### src/rtl/xmsel_pkg.sv
// Package: shared widths and port constants for the expansion-module decoder.
// Assumes an 8-bit decoded I/O address; the ports are the fixed values the
// decoder responds to.
package xmsel_pkg;
    localparam int ADDR_W = 8;
    localparam int NUM_CONN = 2;
    localparam int CONN_J7 = 0;
    localparam int CONN_J6 = 1;
    typedef logic [ADDR_W-1:0] io_addr_t;
    typedef logic [NUM_CONN-1:0] conn_vec_t;
endpackage

### src/rtl/xmsel_conn_slice.sv
// Module: chip-select decode for one connector.
// Given the connector's base nibble, it decodes the low block (BASE) and the
// upper block (BASE+1). Lane split applies in 16-bit mode and block split in
// 8-bit mode. Assumes io_addr is stable during io_cyc.
module xmsel_conn_slice
    import xmsel_pkg::*;
#(
    parameter logic [3:0] BASE_NIB = 4'h8
) (
    input  io_addr_t   io_addr,
    input  logic       bhe_n,
    input  logic       io_cyc,
    input  logic       wide,
    output logic [1:0] cs_n
);
    localparam logic [3:0] UPPER_NIB = BASE_NIB + 4'd1;

    logic       in_low;
    logic       in_up;
    logic       even;
    logic [1:0] cs;

    // Block hit flags and low-lane flag.
    always_comb begin
        in_low = (io_addr[ADDR_W-1:4] == BASE_NIB);
        in_up  = (io_addr[ADDR_W-1:4] == UPPER_NIB);
        even   = ~io_addr[0];
    end

    // Select mapping for the configured module width.
    always_comb begin
        cs = 2'b00;
        if (io_cyc) begin
            if (wide) begin
                cs[0] = in_low & even;
                cs[1] = in_low & ~bhe_n;
            end else begin
                cs[0] = in_low & even;
                cs[1] = in_up & even;
            end
        end
        cs_n = ~cs;
    end

    // Local checks on the select outputs.
    always_comb begin

        narrow_odd_quiet_chk: assert (wide || !io_addr[0] || (cs_n == 2'b11))
            else $error("8-bit module selected on odd address");

        wide_upper_quiet_chk: assert (!wide || !in_up || (cs_n == 2'b11))
            else $error("16-bit module selected in upper block");
    end
endmodule

### src/rtl/xmsel_ack_decode.sv
// Module: DMA acknowledge and terminate-DMA port decode.
// Full 8-bit port compare; the optional acknowledge port is routed to one
// connector by opt_ack_j6. Byte-high-enable is not looked at.
module xmsel_ack_decode
    import xmsel_pkg::*;
#(
    parameter io_addr_t PORT_J7  = 8'hD4,
    parameter io_addr_t PORT_J6  = 8'hD6,
    parameter io_addr_t PORT_OPT = 8'hD2,
    parameter io_addr_t PORT_TRM = 8'hF6
) (
    input  io_addr_t  io_addr,
    input  logic      io_cyc,
    input  logic      opt_ack_j6,
    output conn_vec_t dack_n,
    output logic      term_n
);
    logic hit_j7, hit_j6, hit_opt, hit_trm;

    // Port hit flags, qualified by the cycle strobe.
    always_comb begin
        hit_j7  = io_cyc && (io_addr == PORT_J7);
        hit_j6  = io_cyc && (io_addr == PORT_J6);
        hit_opt = io_cyc && (io_addr == PORT_OPT);
        hit_trm = io_cyc && (io_addr == PORT_TRM);
    end

    // Acknowledge routing and strobe outputs.
    always_comb begin
        dack_n[CONN_J7] = ~(hit_j7 | (hit_opt & ~opt_ack_j6));
        dack_n[CONN_J6] = ~(hit_j6 | (hit_opt & opt_ack_j6));
        term_n          = ~hit_trm;
    end

    // Acknowledge exclusivity checks.
    always_comb begin

        one_dack_chk: assert (dack_n != 2'b00)
            else $error("both acknowledges low");

        term_alone_chk: assert (term_n || (dack_n == 2'b11))
            else $error("terminate strobe together with acknowledge");
    end
endmodule

### src/rtl/xmsel_decode.sv
// Module: top of the expansion-module chip select decoder.
// Instantiates one select slice per connector and the acknowledge decoder.
// Purely combinational; all outputs active low and idle high outside io_cyc.
module xmsel_decode
    import xmsel_pkg::*;
#(
    parameter logic [3:0] J7_NIB = 4'h8,
    parameter logic [3:0] J6_NIB = 4'hA
) (
    input  logic [7:0] io_addr,
    input  logic       bhe_n,
    input  logic       io_cyc,
    input  logic       j7_wide,
    input  logic       j6_wide,
    input  logic       opt_ack_j6,
    output logic [1:0] j7_cs_n,
    output logic [1:0] j6_cs_n,
    output logic       j7_dack_n,
    output logic       j6_dack_n,
    output logic       term_n
);
    conn_vec_t  wide_v;
    conn_vec_t  dack_v;
    logic [1:0] cs_v [NUM_CONN];

    // Pack per-connector width bits.
    always_comb begin
        wide_v[CONN_J7] = j7_wide;
        wide_v[CONN_J6] = j6_wide;
    end

    for (genvar g = 0; g < NUM_CONN; g++) begin : g_conn
        xmsel_conn_slice #(
            .BASE_NIB((g == CONN_J7) ? J7_NIB : J6_NIB)
        ) slice_i (
            .io_addr(io_addr),
            .bhe_n  (bhe_n),
            .io_cyc (io_cyc),
            .wide   (wide_v[g]),
            .cs_n   (cs_v[g])
        );
    end

    xmsel_ack_decode ack_i (
        .io_addr   (io_addr),
        .io_cyc    (io_cyc),
        .opt_ack_j6(opt_ack_j6),
        .dack_n    (dack_v),
        .term_n    (term_n)
    );

    // Drive the connector-named outputs.
    always_comb begin
        j7_cs_n   = cs_v[CONN_J7];
        j6_cs_n   = cs_v[CONN_J6];
        j7_dack_n = dack_v[CONN_J7];
        j6_dack_n = dack_v[CONN_J6];
    end

    // Top-level output checks.
    always_comb begin

        idle_high_chk: assert (io_cyc ||
            ((j7_cs_n == 2'b11) && (j6_cs_n == 2'b11) && j7_dack_n && j6_dack_n && term_n))
            else $error("output active outside I/O cycle");

        one_conn_chk: assert ((j7_cs_n == 2'b11) || (j6_cs_n == 2'b11))
            else $error("both connectors selected");

        cs_vs_ack_chk: assert (((j7_cs_n & j6_cs_n) == 2'b11) || (j7_dack_n && j6_dack_n && term_n))
            else $error("chip select together with acknowledge port");
    end
endmodule

### config.mk
export PLATFORM = sky130hd
export DESIGN_NAME = xmsel_decode
export DESIGN_NICKNAME = d
export VERILOG_FILES = /design/src/rtl/xmsel_pkg.sv /design/src/rtl/xmsel_conn_slice.sv /design/src/rtl/xmsel_ack_decode.sv /design/src/rtl/xmsel_decode.sv
export SDC_FILE = /design/constraint.sdc
export NUM_CORES = 1
export LEC_CHECK = 0
export ABC_AREA = 1
export BUFFER_PORTS_ARGS = -buffer_cell sky130_fd_sc_hd__clkbuf_2
export CAP_MARGIN = 5
export CORE_AREA = 4 4 41 43
export DETAILED_ROUTE_END_ITERATION = 10
export DIE_AREA = 0 0 45 47
export PLACE_DENSITY = 0.45
export RECOVER_POWER = 50
export SYNTH_ARGS = -nofsm -noshare
export SYNTH_HDL_FRONTEND = slang
export SYNTH_SLANG_ARGS = --single-unit
export TNS_END_PERCENT = 50
### constraint.sdc
create_clock -name vclk -period 1.1
set_clock_uncertainty 0.05 [all_clocks]
set_input_delay 0.275 -clock vclk [all_inputs]
set_output_delay 0.275 -clock vclk [all_outputs]
set_load 0.02 [all_outputs]
# After elaboration in Yosys (flattened, before gate mapping)
# Index checks and enable logic that the tools add are counted.
[op_classes] n_addsub=0 mul=0 div=0 order_cmp=0 eq_ne=8 shifts=0 mux=4 bitwise_logic=18 n_reduce_logical=4
[ops] cell="8-bit == test (second input constant)" count=4
[ops] cell="4-bit == test (second input constant)" count=4
[ops] cell="1-bit bitwise AND" count=8
[ops] cell="2-bit two-way mux" count=4
[ops] cell="1-bit inverter" count=6
[ops] cell="1-bit logical AND" count=4
[ops] cell="2-bit inverter" count=2
[ops] cell="1-bit OR" count=2
[word_totals] reg_bits=0 latch_bits=0 ram_bits=0 rom_bits=0 input_bits=13 output_inout_bits=7 word_cells=34 memories=0

# Longest topological paths before layout
[logic_depth] depth_word=5 ltp_mapped=5 ltp_nobuf=5

# Modules after synthesis
# Synthesis repeated with hierarchy kept, for this count alone.
[unflattened] hier_cells=55 hier_area_um2=250.2
[modules_own_cells] mod="xmsel_ack_decode" n_inst=1 cells_per_inst=24 area_each_um2=110.1 seq_area_each_um2=0.0
[modules_own_cells] mod="xmsel_conn_slice at g_conn[1].slice_i" n_inst=1 cells_per_inst=17 area_each_um2=78.8 seq_area_each_um2=0.0
[modules_own_cells] mod="xmsel_conn_slice at g_conn[0].slice_i" n_inst=1 cells_per_inst=14 area_each_um2=61.3 seq_area_each_um2=0.0

# Worst setup path after synthesis
# No wires, ideal clock.
[synth_path] path_type="input to output" startpoint="input io_addr[2]" endpoint="output j7_dack_n" arrival_ns=0.780 required_time_ns=0.775 slack_ns=-0.005 path_stages=3 path_buffers=0 path_cell_list="or2_1 o21ai_1 nand2_1"
[synth_between] elab_chain_len=5 elab_cells_between_ends=7 classes_between="eq/ne (2); bitwise (3); reduce/logical (2)"
[synth_lines] element="from (decl)" line_no="xmsel_decode.sv:10" text="input logic [7:0] io_addr,"
[synth_lines] element="8-bit == test" line_no="xmsel_ack_decode.sv:24" text="hit_opt = io_cyc && (io_addr == PORT_OPT);"
[synth_lines] element="1-bit logical AND" line_no="xmsel_ack_decode.sv:24"
[synth_lines] element="1-bit bitwise AND" line_no="xmsel_ack_decode.sv:30" text="dack_n[CONN_J7] = ~(hit_j7 | (hit_opt & ~opt_ack_j6));"
[synth_lines] element="1-bit OR (*)" line_no="xmsel_ack_decode.sv:30"
[synth_lines] element="1-bit inverter (*)" line_no="xmsel_ack_decode.sv:30"
[synth_lines] element="to (decl)" line_no="xmsel_decode.sv:18" text="output logic j7_dack_n,"
# Mark *: on every way between the ends. The rest lies on a longest branch, timed or not.

# Worst setup path after layout
[layout_path] startpoint="input opt_ack_j6" endpoint="output j7_dack_n"
[layout_between] elab_chain_len=4
[layout_lines] element="from (decl)" line_no="xmsel_decode.sv:15" text="input logic opt_ack_j6,"
[layout_lines] element="1-bit inverter" line_no="xmsel_ack_decode.sv:30"
[layout_lines] element="1-bit bitwise AND" line_no="xmsel_ack_decode.sv:30"
[layout_lines] element="1-bit OR" line_no="xmsel_ack_decode.sv:30"
[layout_lines] element="1-bit inverter" line_no="xmsel_ack_decode.sv:30"
# No other way between the ends.

==> reports/metrics.cfg <==
[grt]
grt.overflow.total = 0
grtUsageMet3_pct = 0.383
grt_pass1_vias = 288
grt_max_degree = 6
grt.total_usage_pct = 6.37
met1_usage_pct = 8.76
grtUsageMet2_pct = 11.6
grt_pass1_wl_um = 1080
top_usage_layer = met2
antenna_found_initial = 0

[logic_synthesis]
synth_area_um2 = 189
synthTopCellsByArea = nand3_1 21%, inv_1 20%, nand2_1 14%, nand4_1 9.9%, nor2_1 7.9%
synth_top_area_share_pct = 21.2
yosysTopAreaCell = nand3_1
synthCells = 39
synth.yosys.warnings = 0
avgSynthCellArea_um2 = 4.84
syn_nets = 52
synth.distinct_cells = 12
seq_area_frac_synth_pct = 0

[routing]
drt-total-wl_um = 690
viasPerCell = 4.15
wl_per_cell_um = 8.85
drc_errors = 0
drt_iter0_drc = 0
vias = 324
ant_nets = 0
drtPass1Iterations = 1

[sta]
fin_crit_sh_pct = 116
post-route-min-period_ns = 1.27
slew_viol_final = 0
totalNegativeSetupSlack_ns = -0.952
tightestPinTransition_ns = 0.181
maxSlewHeadroom_pct = 87.9
setup_viol = 7
timing.fmax_mhz = 787
hold_viol = 0
rsz0062_at_grt = true
worst_slack_ns = -0.171

[critical_path]
cpPeakStageDelay_ns = 0.24
crit_chain = clkbuf_2 > or2_1 > o21ai_1 > nand2_2 > clkbuf_8
path_delay_family = simple AND/OR/NAND/NOR gates
end_kind = output pin
path_max_fanout = 2
crit_slowest_cell = or2_1
cp_num_buf_inv = 2
crit_path_start_kind = input pin
crit_required_ns = 0.77
arrival_ns = 0.95
critPathKind = input pin to output pin

[final_layout]
drive_gt1_share_pct = 71.4
multi_input_area_um2 = 203
diodes = 0
design.seq.count = 0
regArea_um2 = 0
layout_common_cells = 9 x clkbuf_2, 6 x nand3_2, 5 x inv_1, 5 x buf_4
syn2layout_area_growth_pct = 152
fill_cells = 158
final_common_cell = clkbuf_2
clock_buffers = 0
nets = 78
utilization_pct = 36.6

[outcome]
outcome = finished with violations
violations = negative setup slack

[job]
maxCapViolations = 0

[floorplan]
initial_core_util_pct = 14.5
boundaryPins = 20
rows = 13
die_area_mm2 = 0.00212
die_y_um = 47
fp.dieW_um = 45
core_area_mm2 = 0.00130

[pwr]
max-vdd-ir-drop_uv = 106
powerDensity_mw_per_mm2 = 279
leakagePower_nw = 0.234

[clock_network]
cts_hold_buf = 0

[place]
gp_congestion = 0.609
io_buffer_count = 20
hpwl_um = 580

[worst_hold_path]
min_path_type = input pin to output pin

==> power by group <==
part | switching (mW) | total [mW] | internal (mW)
sequential | 0 | 0 | 0
clock | 0 | 0 | 0
combinational | 0.0666 | 0.133 | 0.0663
==> synth_stat cells <==
master and number:
nor2_1 4, nand2_1 7, o21ai_1 1, inv_2 1, nand3_2 1, nor2_4 1
nor2_2 1, or2_1 1, nand4_1 3, and2_4 1, nand3_1 8, inv_1 10
==> per-layer routing <==
layer  share of wire [%]  wire length, µm
met5                   0                0
met4                   0                0
met3                 7.1               49
met2                  54              374
met1                  38              265
==> worst min-delay path: stages <==
cell	delay [ns]
clkbuf_2	0.09
nand2_1	0.06
nand3_2	0.06
buf_6	0.11
==> worst paths after layout <==
kind	startpoint	end	slack (ns)	cells past startpoint
worst min-delay path	j7_wide	j7_cs_n[1]	0.81	4
worst max-delay path	opt_ack_j6	j7_dack_n	-0.17	5
==> area by class of cell <==
cell class,instances,share of cell area (%)
multi-input cells,28,42.5
inverters,11,10.8
well taps,15,3.94
repair buffers,24,42.8
==> cells by family (layout without fill, tap and decap cells) <==
logic type / count (synthesis) / count (layout) / synth area share (%)
buffers and inverters: 11 / 35 / 21.9
AOI/OAI and AO/OA: 1 / 1 / 2.65
and+or+nand+nor: 27 / 27 / 75.5
==> metrics by stage <==
| stage | total power [mW] | worst slack [ns] | cells | hold WS, ns | area [µm²] |
|---|---|---|---|---|---|
| 6_report | 0.133 | -0.171 | 78 | 0.812 | 477 |
| 4_1_cts | 0.0984 | -0.184 | 78 | 0.859 | 374 |
| 3_3_place_gp | 0.0919 | -0.196 | 78 | 0.857 | 340 |
| 5_1_grt | 0.145 | -0.226 | 78 | 0.832 | 477 |
| 2_1_floorplan | 0.0413 | 0.00168 | 39 | 0.667 | 191 |
| 3_5_place_dp | 0.0917 | -0.209 | 78 | 0.858 | 340 |
==> what timing repair did <==
item,in CTS,in global routing
pin swaps,5,7
endpoints found under the setup margin,7,7
resized for setup,8,40
setup buffers,0,0
Note: power is estimated with default switching activity, not from simulation.
